==> config.mk <==
export PLATFORM = sky130hd
export DESIGN_NAME = hit_frame_capture
export DESIGN_NICKNAME = d
export VERILOG_FILES = /design/src/rtl/hit_frame_capture.sv
export SDC_FILE = /design/constraint.sdc
export NUM_CORES = 1
export LEC_CHECK = 0
export BUFFER_PORTS_ARGS = -buffer_cell sky130_fd_sc_hd__buf_4
export CAP_MARGIN = 40
export CELL_PAD_IN_SITES_DETAIL_PLACEMENT = 2
export CELL_PAD_IN_SITES_GLOBAL_PLACEMENT = 2
export CORE_MARGIN = 4
export CORE_UTILIZATION = 35
export CTS_BUF_LIST = sky130_fd_sc_hd__clkbuf_8
export DETAILED_ROUTE_END_ITERATION = 10
export PLACE_DENSITY = 0.57
export SLEW_MARGIN = 20
export SYNTH_ARGS = -nofsm -noshare
export SYNTH_HDL_FRONTEND = slang
export SYNTH_SLANG_ARGS = --single-unit
==> constraint.sdc <==
create_clock -name clk -period 9.4 [get_ports clk]
set_input_delay 1.88 -clock clk [delete_from_list [all_inputs] [get_ports clk]]
set_output_delay 1.88 -clock clk [all_outputs]
set_load 0.01 [all_outputs]
==> src/rtl/hit_frame_capture.sv <==
module hit_frame_capture #(
  parameter int ROWS       = 640,
  parameter int CHAIN_COLS = 160,
  parameter int CHAIN_ID   = 0,
  parameter int ROW_W      = 10,
  parameter int COL_W      = 10,
  parameter int NBUF       = 2,
  parameter int DEPTH      = 16,
  parameter int DROP_W     = 16,
  localparam int ADDR_W    = ROW_W + COL_W,
  localparam int WORD_W    = ADDR_W + 1
) (
  input  logic              clk,
  input  logic              rst_n,
  input  logic              pix_in,
  input  logic              frame_mark,
  input  logic              trig,
  output logic              busy,
  output logic [DROP_W-1:0] drop_cnt,
  input  logic              rd_en,
  output logic              rd_valid,
  output logic [WORD_W-1:0] rd_data
);
  localparam int BUF_W = $clog2(NBUF);
  localparam int CNT_W = $clog2(DEPTH + 1);
  localparam int IDX_W = $clog2(DEPTH);
  localparam int PAD_W = ADDR_W - 1 - CNT_W;

  function automatic logic [BUF_W-1:0] nxt(input logic [BUF_W-1:0] p);
    return (p == BUF_W'(NBUF - 1)) ? '0 : p + BUF_W'(1);
  endfunction

  logic [ROW_W-1:0] row_q, row_c;
  logic [COL_W-1:0] lcol_q, lcol_c;
  logic             last_pix;
  logic [ADDR_W-1:0] addr;

  assign row_c    = frame_mark ? '0 : row_q;
  assign lcol_c   = frame_mark ? '0 : lcol_q;
  assign last_pix = (row_c == ROW_W'(ROWS - 1)) && (lcol_c == COL_W'(CHAIN_COLS - 1));
  assign addr     = {row_c, COL_W'(CHAIN_ID * CHAIN_COLS) + lcol_c};

  always_ff @(posedge clk) begin
    if (!rst_n) begin
      row_q  <= '0;
      lcol_q <= '0;
    end else if (lcol_c == COL_W'(CHAIN_COLS - 1)) begin
      lcol_q <= '0;
      row_q  <= (row_c == ROW_W'(ROWS - 1)) ? '0 : row_c + ROW_W'(1);
    end else begin
      lcol_q <= lcol_c + COL_W'(1);
      row_q  <= row_c;
    end
  end

  logic             pend, cap, ovf_q;
  logic [BUF_W-1:0] wr_buf, rd_buf, wb;
  logic [BUF_W:0]   n_done;
  logic [CNT_W-1:0] hcnt, base, hcnt_n, rd_idx;
  logic [DROP_W-1:0] drop_q;
  logic [BUF_W+1:0] occ;
  logic accept, start, abort, act, fresh, hit, store, close, ovf_n, pop, at_tr;

  logic [ADDR_W-1:0] mem  [NBUF][DEPTH];
  logic [CNT_W-1:0]  tcnt [NBUF];
  logic              tovf [NBUF];

  assign occ    = (BUF_W+2)'(n_done) + (BUF_W+2)'(cap) + (BUF_W+2)'(pend);
  assign busy   = occ >= (BUF_W+2)'(NBUF);
  assign accept = trig & ~busy;
  assign start  = frame_mark & pend;
  assign abort  = frame_mark & cap;
  assign act    = (cap & ~frame_mark) | start;
  assign wb     = abort ? nxt(wr_buf) : wr_buf;
  assign fresh  = start | abort;
  assign base   = fresh ? '0 : hcnt;
  assign hit    = act & pix_in;
  assign store  = hit & (base < CNT_W'(DEPTH));
  assign hcnt_n = store ? base + CNT_W'(1) : base;
  assign ovf_n  = (~fresh & ovf_q) | (hit & ~store);
  assign close  = act & last_pix;

  assign rd_valid = (n_done != '0);
  assign at_tr    = (rd_idx == tcnt[rd_buf]);
  assign pop      = rd_en & rd_valid;
  assign drop_cnt = drop_q;
  assign rd_data  = at_tr ? {1'b1, tovf[rd_buf], {PAD_W{1'b0}}, tcnt[rd_buf]}
                          : {1'b0, mem[rd_buf][rd_idx[IDX_W-1:0]]};

  always_ff @(posedge clk) begin
    if (!rst_n) begin
      pend   <= 1'b0;
      cap    <= 1'b0;
      ovf_q  <= 1'b0;
      hcnt   <= '0;
      wr_buf <= '0;
      rd_buf <= '0;
      rd_idx <= '0;
      n_done <= '0;
      drop_q <= '0;
    end else begin
      pend   <= (pend & ~start) | accept;
      cap    <= act & ~last_pix;
      hcnt   <= hcnt_n;
      ovf_q  <= ovf_n;
      wr_buf <= close ? nxt(wb) : wb;
      n_done <= n_done + (BUF_W+1)'(abort) + (BUF_W+1)'(close) - (BUF_W+1)'(pop & at_tr);
      drop_q <= drop_q + DROP_W'(trig & busy);
      if (pop) begin
        rd_idx <= at_tr ? '0 : rd_idx + CNT_W'(1);
        if (at_tr) rd_buf <= nxt(rd_buf);
      end
    end
  end

  always_ff @(posedge clk) begin
    if (store) mem[wb][base[IDX_W-1:0]] <= addr;
    if (abort) begin
      tcnt[wr_buf] <= hcnt;
      tovf[wr_buf] <= ovf_q;
    end
    if (close) begin
      tcnt[wb] <= hcnt_n;
      tovf[wb] <= ovf_n;
    end
  end
endmodule

Word-level counts from Yosys, hierarchy flattened --
Memories as Yosys holds them, arrays and structs flattened. A register that Yosys moved wholly into a read port is not among the register bits. Cells that the tools add are included.
Word-level totals: flip-flop bits (word level) 53, RAM bits 652, input port bits 6, output and inout bits 39, word-level logic and storage cells 105, memories 3
Memory list:
- mem | depth 2, width 320, read ports 1, clocked after memory_dff 1, wr ports 1, line 64 | logic [ADDR_W-1:0] mem [NBUF][DEPTH];
- tcnt | depth 2, width 5, read ports 1, clocked after memory_dff 1, wr ports 1, line 65 | logic [CNT_W-1:0] tcnt [NBUF];
- tovf | depth 2, width 1, read ports 1, clocked after memory_dff 1, wr ports 1, line 66 | logic tovf [NBUF];
Operators by class: add/subtract/negate cells 13, $lt $le $gt $ge 5, eq/ne operators 3, multiplexer cells 36, bitwise operators 27, reduce and logical (&&, ||, !) cells 7
Operators by type and width (number):
- $mux 320 | 1
- $bmux 20 s4 | 1
- $demux 20 s4 | 1
- $mux 20 | 3
- $mux 10 | 4
- $mux 1 | 21
- $mux 21 | 1
- $add 10x1->10 const B | 2
- $mux 5 | 4
- $add 16x1->16 | 1
- $and 1x1->1 | 14
- $add 5x1->5 const B | 2
- $eq 10x10->1 const B | 1
- $eq 10x8->1 const B | 1
- $ge 5x5->1 const B | 2
- $not 4->5 | 2
- $not 1->1 | 7
- $eq 5x5->1 | 1
- $lt 5x1->1 const B | 1
- $lt 5x5->1 const B | 1
- $reduce_or 5->1 | 1
- $add 2x1->2 | 2
- $or 1x1->1 | 4
- $add 1x1->1 const B | 3
- 9 further kinds | 10

Logic depth before layout (Yosys ltp) --
word-level depth 9, mapped depth 12, mapped depth without buffers 11

Worst setup path before layout --
Ideal clock, no wire load.
path type input -> register, start input port frame_mark, end memory tcnt[1][0] (netlist bit), enable pin, library setup time 378 ps, arrival 5090 ps, data required time 9022 ps, slack 3932 ps, cell stages on the path 9, path buffers 2, path through clkbuf_1 clkbuf_1 nor2b_1 ha_1 and3_1 nand4_1 nor4_4 inv_2 a21boi_0
On the way: cells in the longest elaborated chain, start to end 8, elaborated cells between the ends (all ways) 19, classes of those cells eq/ne: 2; mux: 9; bitwise: 6; reduce/logical: 2
RTL lines:
- from (decl) | line 16 | input logic frame_mark,
- $mux 10 * | line 39 | assign lcol_c = frame_mark ? '0 : lcol_q;
- via addr[1] | line 36 | logic [ADDR_W-1:0] addr;
- $eq 10x8->1 * | line 40 | assign last_pix = (row_c == ROW_W'(ROWS - 1)) && (lcol_c == COL_W'(CHAIN_COLS - 1));
- $logic_and 1x1->1 * | line 40
- $and 1x1->1 * | line 81 | assign close = act & last_pix;
- $mux 1 * | line 122 | if (close) begin
- $mux 1 (not written as such) * | line 123 | tcnt[wb] <= hcnt_n;
- $reduce_or 5->1 (no line)
- $mux 1 (no line)
- to (decl) | line 65
Mark *: on every way through the listed nets, which the timed path passes. The rest lies on a longest branch.

==> results.tsv <==
stage	metric	value	unit
sta	Final Skew	0.0291	ns
cts	Post-CTS Hold Fix Bufs	0	
finish	filler instances	7593	
routing	count of routing violations after the opening detailed-route iteration	1114	
critical_path	critical path data required time	7.52	ns
sta	upper clock frequency limit	156	MHz
synthesis	library cell occupying the most area in the post-synthesis netlist	sky130_fd_sc_hd__edfxtp_1	
hold_path	hold crit path type	flip-flop to flip-flop	
synthesis	total nets after synthesis	1502	
cts	CTS root buf	sky130_fd_sc_hd__clkbuf_8	
cts	buffers from clock root to sink, at most	3	
critical_path	critical path class	flip-flop to output port	
finish	fraction of final layout cells sized beyond drive strength 1	26.0	%
finish	commonest cells after routing, fill and taps aside	sky130_fd_sc_hd__edfxtp_1 (652), sky130_fd_sc_hd__mux2i_1 (141), sky130_fd_sc_hd__mux4_2 (124), sky130_fd_sc_hd__clkbuf_8 (123), sky130_fd_sc_hd__buf_4 (107)	
finish	final net count	1667	
power_and_ir_drop	power density cells	187	mW/mm²
finish	count of non-filler cells in the finished layout	2796	
power_and_ir_drop	P_sw	0.00131	W
synthesis	dominant register cell in the synthesized netlist	sky130_fd_sc_hd__edfxtp_1	
synthesis	count of flip-flops with a built-in enable after synthesis	652	
routing	Total Routed Length	78800	µm
global_routing	sum of overflow across all layers after global routing	0	
sta	Max Transition Viols Final	0	
sta	unrepaired setup endpoints after global routing	false	
power_and_ir_drop	clock network power share	41.7	%
run_status	run status	complete, no violations	
routing	WL/cell	28.2	µm
cts	Clock Sink Count	706	
sta	hold slack final	0.487	ns
sta	Final min period	6.40	ns
routing	router iterations before antenna repair	5	
finish	Multi-input gate area	0.00700	mm²
synthesis	ranking of synthesized cells by area	sky130_fd_sc_hd__edfxtp_1 (70%), sky130_fd_sc_hd__mux4_2 (10%), sky130_fd_sc_hd__mux2i_1 (5.0%)	
job	maximum capacitance violations	0	
sta	final-report setup violation count	0	
floorplan	Initial Util	35.3	%
synthesis	portion of the post-synthesis area used by sequential elements	73.9	%
sta	Max-slew headroom	30.4	%
power_and_ir_drop	leakage dissipation	9.88	nW
power_and_ir_drop	part of the power in registers	56.5	%
cts	clock insertion delay at the later pin of the skew report	0.72	ns
synthesis	number of unique standard cell types used by synthesis	54	
floorplan	Die ar.	0.0845	mm²
synthesis	count of yosys warnings during synthesis	0	
global_routing	maximum number of pins on one net before global-route repair	114	
sta	slew of the pin with the lowest slew margin	1.04	ns
finish	area growth from synthesis to final layout	15.0	%
global_routing	vias in the first global route	16300	
floorplan	core outline area	0.0791	mm²
finish	post-layout util	40.6	%
power_and_ir_drop	share of total power in combinational logic	1.8	%
synthesis	fraction of synthesized cell area taken by the top area cell type	70.0	%
synthesis	count of mapped cells out of synthesis	1484	
routing	vias post-DR	14800	
place	buffers added on ports	44	
routing	remaining antenna violation count	0	
global_routing	Global Route Usage Sum	18.5	%
cts	number of buffers created by CTS	118	
sta	total negative slack	0	ns
place	global placement routability congestion	0.717	
sta	period utilization	68.1	%
synthesis	ys async rst share	0	%
finish	most frequent standard cell in the layout excluding fill and tap cells	sky130_fd_sc_hd__edfxtp_1	
synthesis	Netlist Area Pre-Place	0.0280	mm²
sta	number of hold-slack violations in the final timing report	0	
synthesis	synthesized area divided by synthesized cell count	18.8	µm²
cts	buffer count from post-CTS setup fixing	0	
floorplan	Horiz. Die Dim	291	µm
critical_path	arrival time of the worst setup path	4.52	ns
power_and_ir_drop	Max IR drop VDD	0.0857	mV
power_and_ir_drop	switch share	21.9	%
floorplan	die height	291	µm
place	Post-DP HPWL	46300	µm
cts	depth of the CTS H-tree	3	
critical_path	Worst Setup End Kind	output port	
place	minimum setup slack after placement	3.64	ns
cts	clk slew on worst S/H paths	0.05	ns
critical_path	biggest fanout along the worst timing path	113	
routing	via count normalized by instance count	5.28	
synthesis	flop and latch count out of synthesis	706	
sta	final critical-path setup slack	3.00	ns
floorplan	row cnt	103	
power_and_ir_drop	internal power component	0.00469	W
routing	number of design rule violations left after detail routing	0	
global_routing	first-pass GRT wire length	115000	µm
global_routing	initial antenna violation count	1	
cts	total of cells resized after clock tree synthesis	0	
critical_path	category of the worst setup path launch point	flip-flop	
cts	clock tree from TritonCTS	built	
finish	area taken by flip-flops and latches	0.0207	mm²
place	number of cells after detailed placement	2574	
floorplan	number of ports placed on the die boundary	45	
-- path summary, 6_finish.rpt --
kind	end	cells past startpoint	slack [ns]	from
min	flip-flop	2	0.49	rd_buf
min reg2reg	flip-flop	2	0.49	rd_buf
max reg2reg	n_done[1]	10	5.48	flip-flop
max	rd_data[6]	8	3.00	flip-flop
-- synthesized netlist by cell type (all sizes together) (4+ instances only) --
| library cell | n |
|---|---|
| nand2b | 4 |
| a221oi | 16 |
| a21oi | 19 |
| a22oi | 35 |
| a31oi | 11 |
| nand2 | 46 |
| o21ai | 23 |
| ha | 11 |
| mux4 | 124 |
| clkbuf | 32 |
| or2 | 4 |
| edfxtp | 652 |
| inv | 11 |
| xor2 | 21 |
| nor2 | 78 |
| nor4 | 4 |
| buf | 43 |
| dfxtp | 54 |
| mux2 | 4 |
| xnor2 | 20 |
| nand3 | 13 |
| a22o | 5 |
| nor3 | 16 |
| a211oi | 4 |
| nor2b | 31 |
| and2 | 8 |
| a2111oi | 8 |
| mux2i | 141 |
| and3 | 13 |
| nand4 | 9 |
-- power groups by stage --
stage          Clock [W]  Sequential [W]  Combinational, W
3_3_place_gp           0         0.00346          0.000104
6_report         0.00250         0.00339          0.000106
4_1_cts          0.00259         0.00339          0.000107
2_1_floorplan          0         0.00346         0.0000545
3_5_place_dp           0         0.00346          0.000107
5_1_grt          0.00274         0.00339          0.000113
-- metrics by stage --
step | power [W] | cell area [µm²]
after floorplan | 0.00351 | 28000
after global placement | 0.00356 | 29800
after detailed placement | 0.00357 | 30000
after CTS | 0.00610 | 32100
after global routing | 0.00625 | 32100
final | 0.00600 | 32200
-- kinds of logic (layout without fill, tap and decap cells) --
group	after synthesis	in the layout	share of synthesized area, %
buffers and inverters	86	345	1.60
AND/OR/NAND/NOR	237	237	4.17
XOR/XNOR	41	41	1.28
other	0	3	0
multiplexers	269	269	15.2
AO/OA/AOI/OAI	133	133	3.28
flip-flops	706	706	73.9
adder cells (fa/ha/maj)	12	12	0.564
-- metal layers --
layer	track usage (%)	up-vias	share of wire [%]
met1	25.7	7993	45
met4	4.77	0	1.8
met3	2.95	101	4.2
met5	0	-	0
met2	30.6	327	49
li1	-	6335	-
-- sequential cells by signal, indices dropped and copies added, names as in the netlist, 2 cells and up, named ones only --
signal and flops:
n_done 2, hcnt 5, tcnt 10, tovf 2, lcol_q 10, drop_cnt 16, row_q 10, rd_idx 5
mem 640
-- area by class of cell --
class / instances / share of cell area, %
flip-flops and latches: 706 / 64.3
multi-input cells: 692 / 21.8
clock buffers: 123 / 5.26
well taps: 1050 / 4.09
repair buffers: 120 / 3.04
clock inverters: 91 / 1.39
inverters: 11 / 0.128
diodes: 3 / 0.0233
-- critical path, cell delays in order (launching register included) --
cell and delay, ns:
sky130_fd_sc_hd__dfxtp_4 0.78, sky130_fd_sc_hd__buf_12 0.57, sky130_fd_sc_hd__buf_4 0.71, sky130_fd_sc_hd__mux4_2 0.35
sky130_fd_sc_hd__mux2i_1 0.07, sky130_fd_sc_hd__a22oi_1 0.23, sky130_fd_sc_hd__o21ai_0 0.13, sky130_fd_sc_hd__a221oi_1 0.47
sky130_fd_sc_hd__buf_4 0.22
Power figures use the tool's default switching activity.
